**src/rtl/an_res_pkg.sv**
```systemverilog
// Package: shared encodings and field positions for the in-band
// autonegotiation resolver. Assumes a 16-bit control word.
package an_res_pkg;

    localparam int CW_W = 16;

    // Base-X advertisement field positions
    localparam int BX_FD   = 5;
    localparam int BX_HD   = 6;
    localparam int BX_SYM  = 7;
    localparam int BX_ASYM = 8;

    // SGMII partner word field positions
    localparam int SG_SPD_LO = 10;
    localparam int SG_DPX    = 12;
    localparam int SG_LINK   = 15;

    typedef enum logic [1:0] {
        MODE_SGMII = 2'd0,
        MODE_1000X = 2'd1,
        MODE_2500X = 2'd2,
        MODE_RSVD  = 2'd3
    } an_mode_e;

    typedef enum logic [1:0] {
        SPD_10   = 2'd0,
        SPD_100  = 2'd1,
        SPD_1000 = 2'd2,
        SPD_2500 = 2'd3
    } an_speed_e;

    typedef enum logic [1:0] {
        DPX_NONE = 2'd0,
        DPX_HALF = 2'd1,
        DPX_FULL = 2'd2,
        DPX_RSVD = 2'd3
    } an_dpx_e;

    typedef struct packed {
        an_speed_e speed;
        an_dpx_e   dpx;
        logic      tx_pause;
        logic      rx_pause;
        logic      link;
        logic      spd_err;
    } an_result_t;

endpackage

```
**src/rtl/an_link_timer.sv**
```systemverilog
// Link timer: reloads on restart_i with the mode default or an override
// preset (0 treated as 1), counts down one per tick and pulses expire_o
// in the cycle the count leaves 1. Assumes one tick per clk.
module an_link_timer
    import an_res_pkg::*;
#(
    parameter int TMR_W       = 20,
    parameter int SGMII_TICKS = 100000,
    parameter int BASEX_TICKS = 625000
) (
    input  logic             clk,
    input  logic             rst_n,
    input  logic             restart_i,
    input  an_mode_e         mode_i,
    input  logic             ovr_i,
    input  logic [TMR_W-1:0] preset_i,
    output logic             expire_o
);

    localparam logic [TMR_W-1:0] SG_LEN = TMR_W'(SGMII_TICKS);
    localparam logic [TMR_W-1:0] BX_LEN = TMR_W'(BASEX_TICKS);
    localparam logic [TMR_W-1:0] ONE    = TMR_W'(1);

    logic [TMR_W-1:0] len_sel;
    logic [TMR_W-1:0] cnt_q;
    logic [TMR_W-1:0] load_q;

    // Pick the timer length for the next restart
    always_comb begin
        if (ovr_i) begin
            len_sel = (preset_i == '0) ? ONE : preset_i;
        end else if (mode_i == MODE_SGMII) begin
            len_sel = SG_LEN;
        end else begin
            len_sel = BX_LEN;
        end
    end

    // Reload on restart, otherwise count down to zero
    always_ff @(posedge clk) begin
        if (!rst_n) begin
            cnt_q  <= '0;
            load_q <= '0;
        end else if (restart_i) begin
            cnt_q  <= len_sel;
            load_q <= len_sel;
        end else if (cnt_q != '0) begin
            cnt_q <= cnt_q - ONE;
        end
    end

    // Expiry is the last decrement of an uninterrupted count
    assign expire_o = (cnt_q == ONE) && !restart_i;

    p_cnt_bounded_r2 : assert property (@(posedge clk) disable iff (!rst_n)
        cnt_q <= load_q)
        else $error("timer count above loaded length");

    p_expire_single_r1 : assert property (@(posedge clk) disable iff (!rst_n)
        expire_o |=> !expire_o)
        else $error("timer expired twice in a row");

endmodule

```
**src/rtl/an_pause_resolve.sv**
```systemverilog
// Pause resolution: combines local and partner symmetric/asymmetric
// pause abilities with the usual priority table into separate transmit
// and receive pause enables. Purely combinational.
module an_pause_resolve (
    input  logic loc_sym_i,
    input  logic loc_asym_i,
    input  logic lp_sym_i,
    input  logic lp_asym_i,
    output logic tx_pause_o,
    output logic rx_pause_o
);

    logic both_sym;
    logic tx_only;
    logic rx_only;

    // Classify the four ability bits into the three enabled cases
    always_comb begin
        both_sym = loc_sym_i && lp_sym_i;
        tx_only  = !loc_sym_i && loc_asym_i && lp_sym_i && lp_asym_i;
        rx_only  = loc_sym_i && loc_asym_i && !lp_sym_i && lp_asym_i;
    end

    assign tx_pause_o = both_sym || tx_only;
    assign rx_pause_o = both_sym || rx_only;

endmodule

```
**src/rtl/an_word_decode.sv**
```systemverilog
// Word decoder: interprets the partner word in the format chosen by the
// mode input only (SGMII status word or base-X advertisement) and forms
// a result. Assumes the local word is in base-X format.
module an_word_decode
    import an_res_pkg::*;
(
    input  an_mode_e        mode_i,
    input  logic [CW_W-1:0] loc_adv_i,
    input  logic [CW_W-1:0] lp_word_i,
    output an_result_t      res_o
);

    logic       bx_tx;
    logic       bx_rx;
    logic [1:0] sg_spd;

    an_pause_resolve u_pause (
        .loc_sym_i  (loc_adv_i[BX_SYM]),
        .loc_asym_i (loc_adv_i[BX_ASYM]),
        .lp_sym_i   (lp_word_i[BX_SYM]),
        .lp_asym_i  (lp_word_i[BX_ASYM]),
        .tx_pause_o (bx_tx),
        .rx_pause_o (bx_rx)
    );

    assign sg_spd = lp_word_i[SG_SPD_LO+1:SG_SPD_LO];

    // Decode the word under the selected format
    always_comb begin
        res_o = '0;
        if (mode_i == MODE_SGMII) begin
            res_o.spd_err  = (sg_spd == 2'b11);
            res_o.speed    = res_o.spd_err ? SPD_10 : an_speed_e'(sg_spd);
            res_o.dpx      = lp_word_i[SG_DPX] ? DPX_FULL : DPX_HALF;
            res_o.link     = lp_word_i[SG_LINK];
            res_o.tx_pause = 1'b0;
            res_o.rx_pause = 1'b0;
        end else begin
            res_o.speed = (mode_i == MODE_2500X) ? SPD_2500 : SPD_1000;
            if (lp_word_i[BX_FD] && loc_adv_i[BX_FD]) begin
                res_o.dpx = DPX_FULL;
            end else if (lp_word_i[BX_HD] && loc_adv_i[BX_HD]) begin
                res_o.dpx = DPX_HALF;
            end else begin
                res_o.dpx = DPX_NONE;
            end
            res_o.tx_pause = bx_tx;
            res_o.rx_pause = bx_rx;
            res_o.link     = 1'b1;
            res_o.spd_err  = 1'b0;
        end
    end

endmodule

```
**src/rtl/inband_an_resolver.sv**
```systemverilog
// Top: watches the partner word, local advertisement and mode for
// changes, restarts the link timer on any change, and latches the
// decoded result when the timer expires. Assumes synchronous inputs.
module inband_an_resolver
    import an_res_pkg::*;
#(
    parameter int TMR_W       = 20,
    parameter int SGMII_TICKS = 100000,
    parameter int BASEX_TICKS = 625000
) (
    input  logic             clk,
    input  logic             rst_n,
    input  logic [1:0]       mode_i,
    input  logic [15:0]      loc_adv_i,
    input  logic [15:0]      lp_word_i,
    input  logic             tmr_ovr_i,
    input  logic [TMR_W-1:0] tmr_preset_i,
    output logic             done_o,
    output logic             valid_o,
    output logic [1:0]       speed_o,
    output logic [1:0]       duplex_o,
    output logic             tx_pause_o,
    output logic             rx_pause_o,
    output logic             link_o,
    output logic             spd_err_o
);

    an_mode_e        mode_e;
    logic [CW_W-1:0] word_q;
    logic [CW_W-1:0] adv_q;
    an_mode_e        mode_q;
    logic            first_q;
    logic            changed;
    logic            expire;
    an_result_t      dec_res;
    an_result_t      res_q;
    logic            done_q;

    assign mode_e = an_mode_e'(mode_i);

    // Remember last inputs to detect any change
    always_ff @(posedge clk) begin
        if (!rst_n) begin
            word_q  <= '0;
            adv_q   <= '0;
            mode_q  <= MODE_SGMII;
            first_q <= 1'b1;
        end else begin
            word_q  <= lp_word_i;
            adv_q   <= loc_adv_i;
            mode_q  <= mode_e;
            first_q <= 1'b0;
        end
    end

    assign changed = first_q || (lp_word_i != word_q) ||
                     (loc_adv_i != adv_q) || (mode_e != mode_q);

    an_link_timer #(
        .TMR_W       (TMR_W),
        .SGMII_TICKS (SGMII_TICKS),
        .BASEX_TICKS (BASEX_TICKS)
    ) u_timer (
        .clk       (clk),
        .rst_n     (rst_n),
        .restart_i (changed),
        .mode_i    (mode_e),
        .ovr_i     (tmr_ovr_i),
        .preset_i  (tmr_preset_i),
        .expire_o  (expire)
    );

    an_word_decode u_dec (
        .mode_i    (mode_e),
        .loc_adv_i (loc_adv_i),
        .lp_word_i (lp_word_i),
        .res_o     (dec_res)
    );

    // Withdraw on change, latch the decoded result on expiry
    always_ff @(posedge clk) begin
        if (!rst_n) begin
            res_q  <= '0;
            done_q <= 1'b0;
        end else if (changed) begin
            done_q <= 1'b0;
        end else if (expire) begin
            res_q  <= dec_res;
            done_q <= 1'b1;
        end
    end

    assign done_o     = done_q;
    assign valid_o    = done_q && (res_q.dpx != DPX_NONE) && !res_q.spd_err;
    assign speed_o    = res_q.speed;
    assign duplex_o   = res_q.dpx;
    assign tx_pause_o = res_q.tx_pause;
    assign rx_pause_o = res_q.rx_pause;
    assign link_o     = res_q.link;
    assign spd_err_o  = res_q.spd_err;

    p_word_change_clears_r3 : assert property (@(posedge clk) disable iff (!rst_n)
        (lp_word_i != $past(lp_word_i)) |=> !done_o)
        else $error("done held across a word change");

    p_status_only_on_expiry_r3 : assert property (@(posedge clk) disable iff (!rst_n)
        (done_o && $past(done_o)) |-> ($stable(speed_o) && $stable(duplex_o) &&
                                       $stable(link_o)))
        else $error("status moved while settled");

    p_valid_needs_dpx_r10 : assert property (@(posedge clk) disable iff (!rst_n)
        valid_o |-> (done_o && duplex_o != 2'd0 && !spd_err_o))
        else $error("valid without resolution");

    p_sgmii_no_pause_r8 : assert property (@(posedge clk) disable iff (!rst_n)
        (done_o && mode_i == 2'd0 && $stable(mode_i)) |-> (!tx_pause_o && !rx_pause_o))
        else $error("pause reported in SGMII mode");

    p_2500_speed_r6 : assert property (@(posedge clk) disable iff (!rst_n)
        (done_o && mode_i == 2'd2 && $stable(mode_i)) |-> (speed_o == 2'd3))
        else $error("2500BASE-X result not at 2500");

endmodule

```
**config.mk**
```make
export PLATFORM = sky130hd
export DESIGN_NAME = inband_an_resolver
export DESIGN_NICKNAME = d
export VERILOG_FILES = /design/src/rtl/an_res_pkg.sv /design/src/rtl/an_link_timer.sv /design/src/rtl/an_pause_resolve.sv /design/src/rtl/an_word_decode.sv /design/src/rtl/inband_an_resolver.sv
export SDC_FILE = /design/constraint.sdc
export NUM_CORES = 1
export LEC_CHECK = 0
export ABC_AREA = 0
export BUFFER_PORTS_ARGS = -buffer_cell sky130_fd_sc_hd__clkbuf_2
export CAP_MARGIN = 20
export CORE_UTILIZATION = 50
export DETAILED_ROUTE_END_ITERATION = 10
export PLACE_DENSITY = 0.81
export SETUP_SLACK_MARGIN = 0.5
export SLEW_MARGIN = 10
export SYNTH_ARGS = -nofsm -noshare
export SYNTH_HDL_FRONTEND = slang
export SYNTH_SLANG_ARGS = --single-unit
```
**constraint.sdc**
```tcl
create_clock -name clk -period 1.8 [get_ports clk]
set_clock_uncertainty 0.05 [all_clocks]
set_input_delay 0.27 -clock clk [delete_from_list [all_inputs] [get_ports clk]]
set_output_delay 0.27 -clock clk [all_outputs]
set_load 0.005 [all_outputs]
```
**Word level (Yosys, flattened, before mapping)**

Cells that the tools add are included.

- Bits in registers: 64
- Logic and storage cells: 61

- Add/subtract/negate cells: 1
- Equality and inequality tests: 6
- Multiplexer cells: 12
- Bitwise gates (word level): 2
- Reductions and logical operators: 28

Operators by type and width:

| cell | number |
|---|---|
| 20-bit two-way mux | 5 |
| 16-bit inequality test | 2 |
| 20-bit by 1-bit equality test with 1-bit output (second input constant) | 1 |
| 20-bit zero test | 1 |
| 20-bit nonzero test | 1 |
| 20-bit by 1-bit subtractor with 20-bit output (second input constant) | 1 |
| 1-bit logical AND | 12 |
| 8-bit two-way mux | 1 |
| 2-bit two-way mux | 3 |
| 1-bit logical OR | 5 |
| 2-bit equality test (second input constant) | 2 |
| 1-bit zero test | 4 |
| 2-bit nonzero test | 2 |
| 1-bit two-way mux | 3 |
| 2-bit zero test | 1 |
| 2-bit inequality test | 1 |
| 1-bit inverter | 2 |
| 2-bit AND reduction | 1 |
| 2-bit OR reduction | 1 |

**Longest topological paths before layout**

- Depth in word-level cells: 7
- Depth in mapped cells: 7
- Mapped depth without buffers: 7

**Hierarchy**

A second synthesis with hierarchy kept.

- Cells, all modules: 362
- Area, all modules: 3285.7 um2

By module, submodules not included:

| module | times used | cells an instance | area each (um2) | seq. area each (um2) |
|---|---|---|---|---|
| inband_an_resolver | 1 | 191 | 1864.3 | 880.8 |
| an_link_timer | 1 | 154 | 1298.7 | 400.4 |
| an_word_decode | 1 | 14 | 98.8 | 0.0 |
| an_pause_resolve | 1 | 3 | 23.8 | 0.0 |

**Worst setup path after synthesis**

Ideal clock, no wire load.

- Path type: in2reg
- Start: input mode_i[0]
- End: register res_q, in the netlist speed_o[1]
- Library setup time: 0.122 ns
- Data arrival time: 1.843 ns
- Path slack: -0.214 ns
- Cell stages on the path: 6
- Path buffers: 1
- Path through: buf_6 -> xor2_1 -> or4_4 -> nor4_4 -> nand3_4 -> o311a_1

- Word-level cells in the longest chain between the ends: 5
- Elaborated cells between the ends (all ways): 8
- Classes of those cells: 1 x eq/ne; 1 x mux; 1 x bitwise; 5 x reduce/logical

Ends and longest elaborated chain:

| element | RTL line | RTL |
|---|---|---|
| from (decl) | inband_an_resolver.sv:13 | `input logic [1:0] mode_i,` |
| 2-bit inequality test | inband_an_resolver.sv:57 | `(loc_adv_i != adv_q) \|\| (mode_e != mode_q);` |
| 1-bit logical OR | inband_an_resolver.sv:57 |  |
| 1-bit zero test | an_link_timer.sv:53 | `assign expire_o = (cnt_q == ONE) && !restart_i;` |
| 1-bit logical AND | an_link_timer.sv:53 |  |
| 2-bit AND reduction (no source line) | n/a |  |
| to (signal assigned) | inband_an_resolver.sv:88 | `res_q <= dec_res;` |
| to (decl) | inband_an_resolver.sv:36 | `an_result_t res_q;` |

Several ways; a longest one is shown, not always the timed one.
A chain may end at the register's enable or synchronous reset.

**Worst setup path after layout**

- Start: register word_q[12]
- End: register res_q, in the netlist link_o

- Word-level cells in the longest chain between the ends: 7
- Elaborated cells between the ends (all ways): 8
- Classes of those cells: 1 x eq/ne; 1 x bitwise; 6 x reduce/logical

Ends and longest elaborated chain:

| element | RTL line | RTL |
|---|---|---|
| from (decl) | inband_an_resolver.sv:29 | `logic [CW_W-1:0] word_q;` |
| from (signal assigned) | inband_an_resolver.sv:49 | `word_q <= lp_word_i;` |
| 16-bit inequality test * | inband_an_resolver.sv:56 | `assign changed = first_q \|\| (lp_word_i != word_q) \|\|` |
| 1-bit logical OR * (2 in a row) | inband_an_resolver.sv:56 |  |
| 1-bit logical OR * | inband_an_resolver.sv:57 |  |
| 1-bit zero test | an_link_timer.sv:53 |  |
| 1-bit logical AND | an_link_timer.sv:53 |  |
| 2-bit AND reduction (no source line) * | n/a |  |

Mark *: on every way between the ends. The rest lies on a longest branch, timed or not.

==> flow_summary_export.csv <==
group,metric,value,unit
status,status,"finished, violations left",
status,violations,"DRC, setup timing",
setup_path,critical_path.max_fanout,5,
setup_path,critical-path-max-stage-delay,0.54,ns
layout,fillers,504,
setup_path,r2r-start,"word_q[12]",
detailed_routing,via_count,3254,
logic_synthesis,synth_seq_area_share,37.8,%
logic_synthesis,yosysTopAreaCell,"dfxtp_1",
layout,fin_area,4450,µm²
layout,drive_above_1_share,34.6,%
detailed_routing,drt_first_pass_iters,9,
logic_synthesis,async_reset_ff_share,0,%
layout,final_util,68.9,%
logic_synthesis,synth.distinct_cells,46,
place,io_buffers,66,
die,start_util,52.5,%
layout,nNetsFinal,547,
grt,grtUsageTotal,27.1,%
die,fp-row-count,29,
place,placed_area,4140,µm²
pwr,ir_drop,574,µV
logic_synthesis,synth_top_cell_area_share,37.8,%
timing,setup_viol,29,
grt,overflow,0,
grt,grt_pass1_vias,3300,
detailed_routing,drc,2,
logic_synthesis,synth.net_count,429,
setup_path,arrival,2.19,ns
grt,grt_pass1_wl,15.1,mm
die,io_pins,67,
logic_synthesis,synth_area,3390,µm²
detailed_routing,wl_per_cell,16.3,µm
setup_path,cpMaxStageDelayCell,"or4_4",
clock_tree,cts-htree-levels,3,
setup_path,path_class,"reg -> reg",
die,core_area,6460,µm²
clock_tree,cts.sinks,64,
grt,grt_max_degree,22,
timing,fin_crit_sh,111,%
job,cap_viol_max_count,0,
setup_path,setup.worst_path.start,"word_q[12]",
detailed_routing,vias_per_cell,5.72,
timing,fmax,501,MHz
logic_synthesis,postSynthCellCount,369,
clock_tree,root_buffer,"clkbuf_8",
logic_synthesis,ys.flop_type,"dfxtp_1",
clock_tree,clk_pin_slew,0.08,ns
detailed_routing,drtIter0Drc,191,
clock_tree,clkLatencyLatePin,0.36,ns
layout,area_growth,31.3,%
die,dieArea,7110,µm²
grt,antenna_found_initial,0,
setup_path,start_kind,"flip-flop",
timing,final.setup.worst_slack,-0.195,ns
logic_synthesis,synth.avg_cell_area,9.19,µm²
detailed_routing,ant_nets,0,
clock_tree,cts_tree,"done",
pwr,cellPowerDensity,760,nW/µm²
timing,hold_violations,0,
clock_tree,clockBufferDepth,2,
timing,min_period,2.00,ns
pwr,p_leak,2.06,nW
min_path,min-delay-path-class,"in -> reg",
die,die_x,84.3,µm
logic_synthesis,synth_edf_count,0,
setup_path,cp-end-kind,"flip-flop",
place,gp_congestion,0.846,
logic_synthesis,synthTopCellsByArea,"dfxtp_1, xor2_1, and2_1",
die,die_y,84.3,µm
logic_synthesis,synth-seq-cells,64,
clock_tree,ctsHoldBuffers,0,
place,hpwl,6.77,mm
timing,rsz0062_at_grt,"true",
detailed_routing,routed_wl,9.30,mm
clock_tree,cts_buffers,9,
timing,max_slew.worst_pin.slew,0.426,ns
timing,drv_slew,0,
timing,slew_headroom,71.2,%
min_path,min-delay-start,"loc_adv_i[1]",
logic_synthesis,synth_warnings,0,
setup_path,cp_cell_sequence,"xor2_2 > or4_4 > nor4_4 > nand3_4 > o311a_1",
setup_path,required,1.99,ns
layout,antenna_cells,0,
[worst paths after layout]
path | cells after the start | slack [ns] | endpoint
worst max-delay path | 5 | -0.20 | link_o
worst min-delay path | 2 | 0.09 | adv_q[1]
worst max register to register | 5 | -0.20 | link_o
worst min register to register | 2 | 0.47 | done_o
[logic make-up after synthesis]
family | Yosys count | share of synthesized area (%)
XOR/XNOR | 47 | 12.1
AND/OR/NAND/NOR | 162 | 29.1
adder cells (fa/ha/maj) | 3 | 1.11
flip-flops | 64 | 37.8
buffers and inverters | 22 | 3.77
multiplexers | 21 | 6.20
AO/OA/AOI/OAI | 50 | 9.93
[state kept, by name, summed over array words and instances, names as in the netlist, 2 cells and up]
signal	count
adv_q	16
duplex_o	2
mode_q	2
speed_o	2
u_timer.cnt_q	20
word_q	16
[cells in the final DEF, fill, tap and decap left out, types with 7 or more instances in the layout]
| master | count |
|---|---|
| nor4_1 | 14 |
| nand2_1 | 28 |
| clkbuf_2 | 65 |
| xor2_1 | 30 |
| clkbuf_8 | 9 |
| and2_1 | 35 |
| dfxtp_1 | 56 |
| nand3_1 | 13 |
| xnor2_1 | 15 |
| dfxtp_2 | 7 |
| o211ai_1 | 9 |
| nand4_1 | 12 |
| nor2_1 | 12 |
| inv_1 | 7 |
| nor3_1 | 8 |
| o21ai_0 | 19 |
| mux2i_1 | 21 |
| buf_4 | 53 |
| and4_1 | 7 |
[worst max-delay path, delay by kind of cell (launching register included)]
family          cells  cell delay (ns)
compound gates      1             0.37
xor+xnor            1             0.15
flops               1             0.33
simple gates        3             0.98
[cell type report]
class                           instances  area (µm²)  area share [%]
Clock buffer                           10         128            2.87
Clock inverter                          6        70.1            1.57
Inverter                                8        30.0           0.675
Multi-Input combinational cell        283        2070            46.6
Sequential cell                        64        1290            29.1
Tap cell                               77        96.3            2.17
Timing Repair Buffer                  121         759            17.1
[routing by layer]
metal	part of all wire [%]	GRT usage, %	vias up
met3	4.5	6.88	41
li1	-	-	1579
met5	0	0	-
met4	4.0	14.0	0
met1	40	29.3	1503
met2	52	49.0	131
[power breakdown]
part | internal [mW] | switching, mW | leakage (nW)
clock | 0.643 | 0.603 | 0.0887
sequential | 1.48 | 0.0521 | 0.533
combinational | 0.293 | 0.310 | 1.44
[synth_stat cells (9+ instances only)]
cell type and number:
xor2_1 32, o21ai_0 19, o211ai_1 9, nand4_1 12, dfxtp_1 64, mux2i_1 21, nor3_1 9, nor2_1 13
nand3_1 14, xnor2_1 15, and2_1 35, nor4_1 20, nand2_1 28
[through the flow]
| step | setup WS, ns | std cells | TNS (ns) | hold WS (ns) | total power [mW] |
|---|---|---|---|---|---|
| floorplan | -0.147 | 369 | -3.34 | 0.333 | 1.87 |
| global placement | -0.223 | 547 | -5.12 | 0.452 | 2.10 |
| detailed placement | -0.265 | 547 | -6.25 | 0.455 | 2.12 |
| CTS | -0.189 | 566 | -4.04 | 0.0850 | 3.36 |
| global route | -0.284 | 569 | -7.20 | 0.0831 | 3.52 |
| finish | -0.195 | 569 | -4.47 | 0.0879 | 3.38 |
[what timing repair did]
action                                  4_1_cts  5_1_grt
pin swaps                                     9        6
endpoints found under the setup margin       30       30
buffers inserted                              3        3
gates resized for setup                      12        6
(Power assumes the default switching activity.)
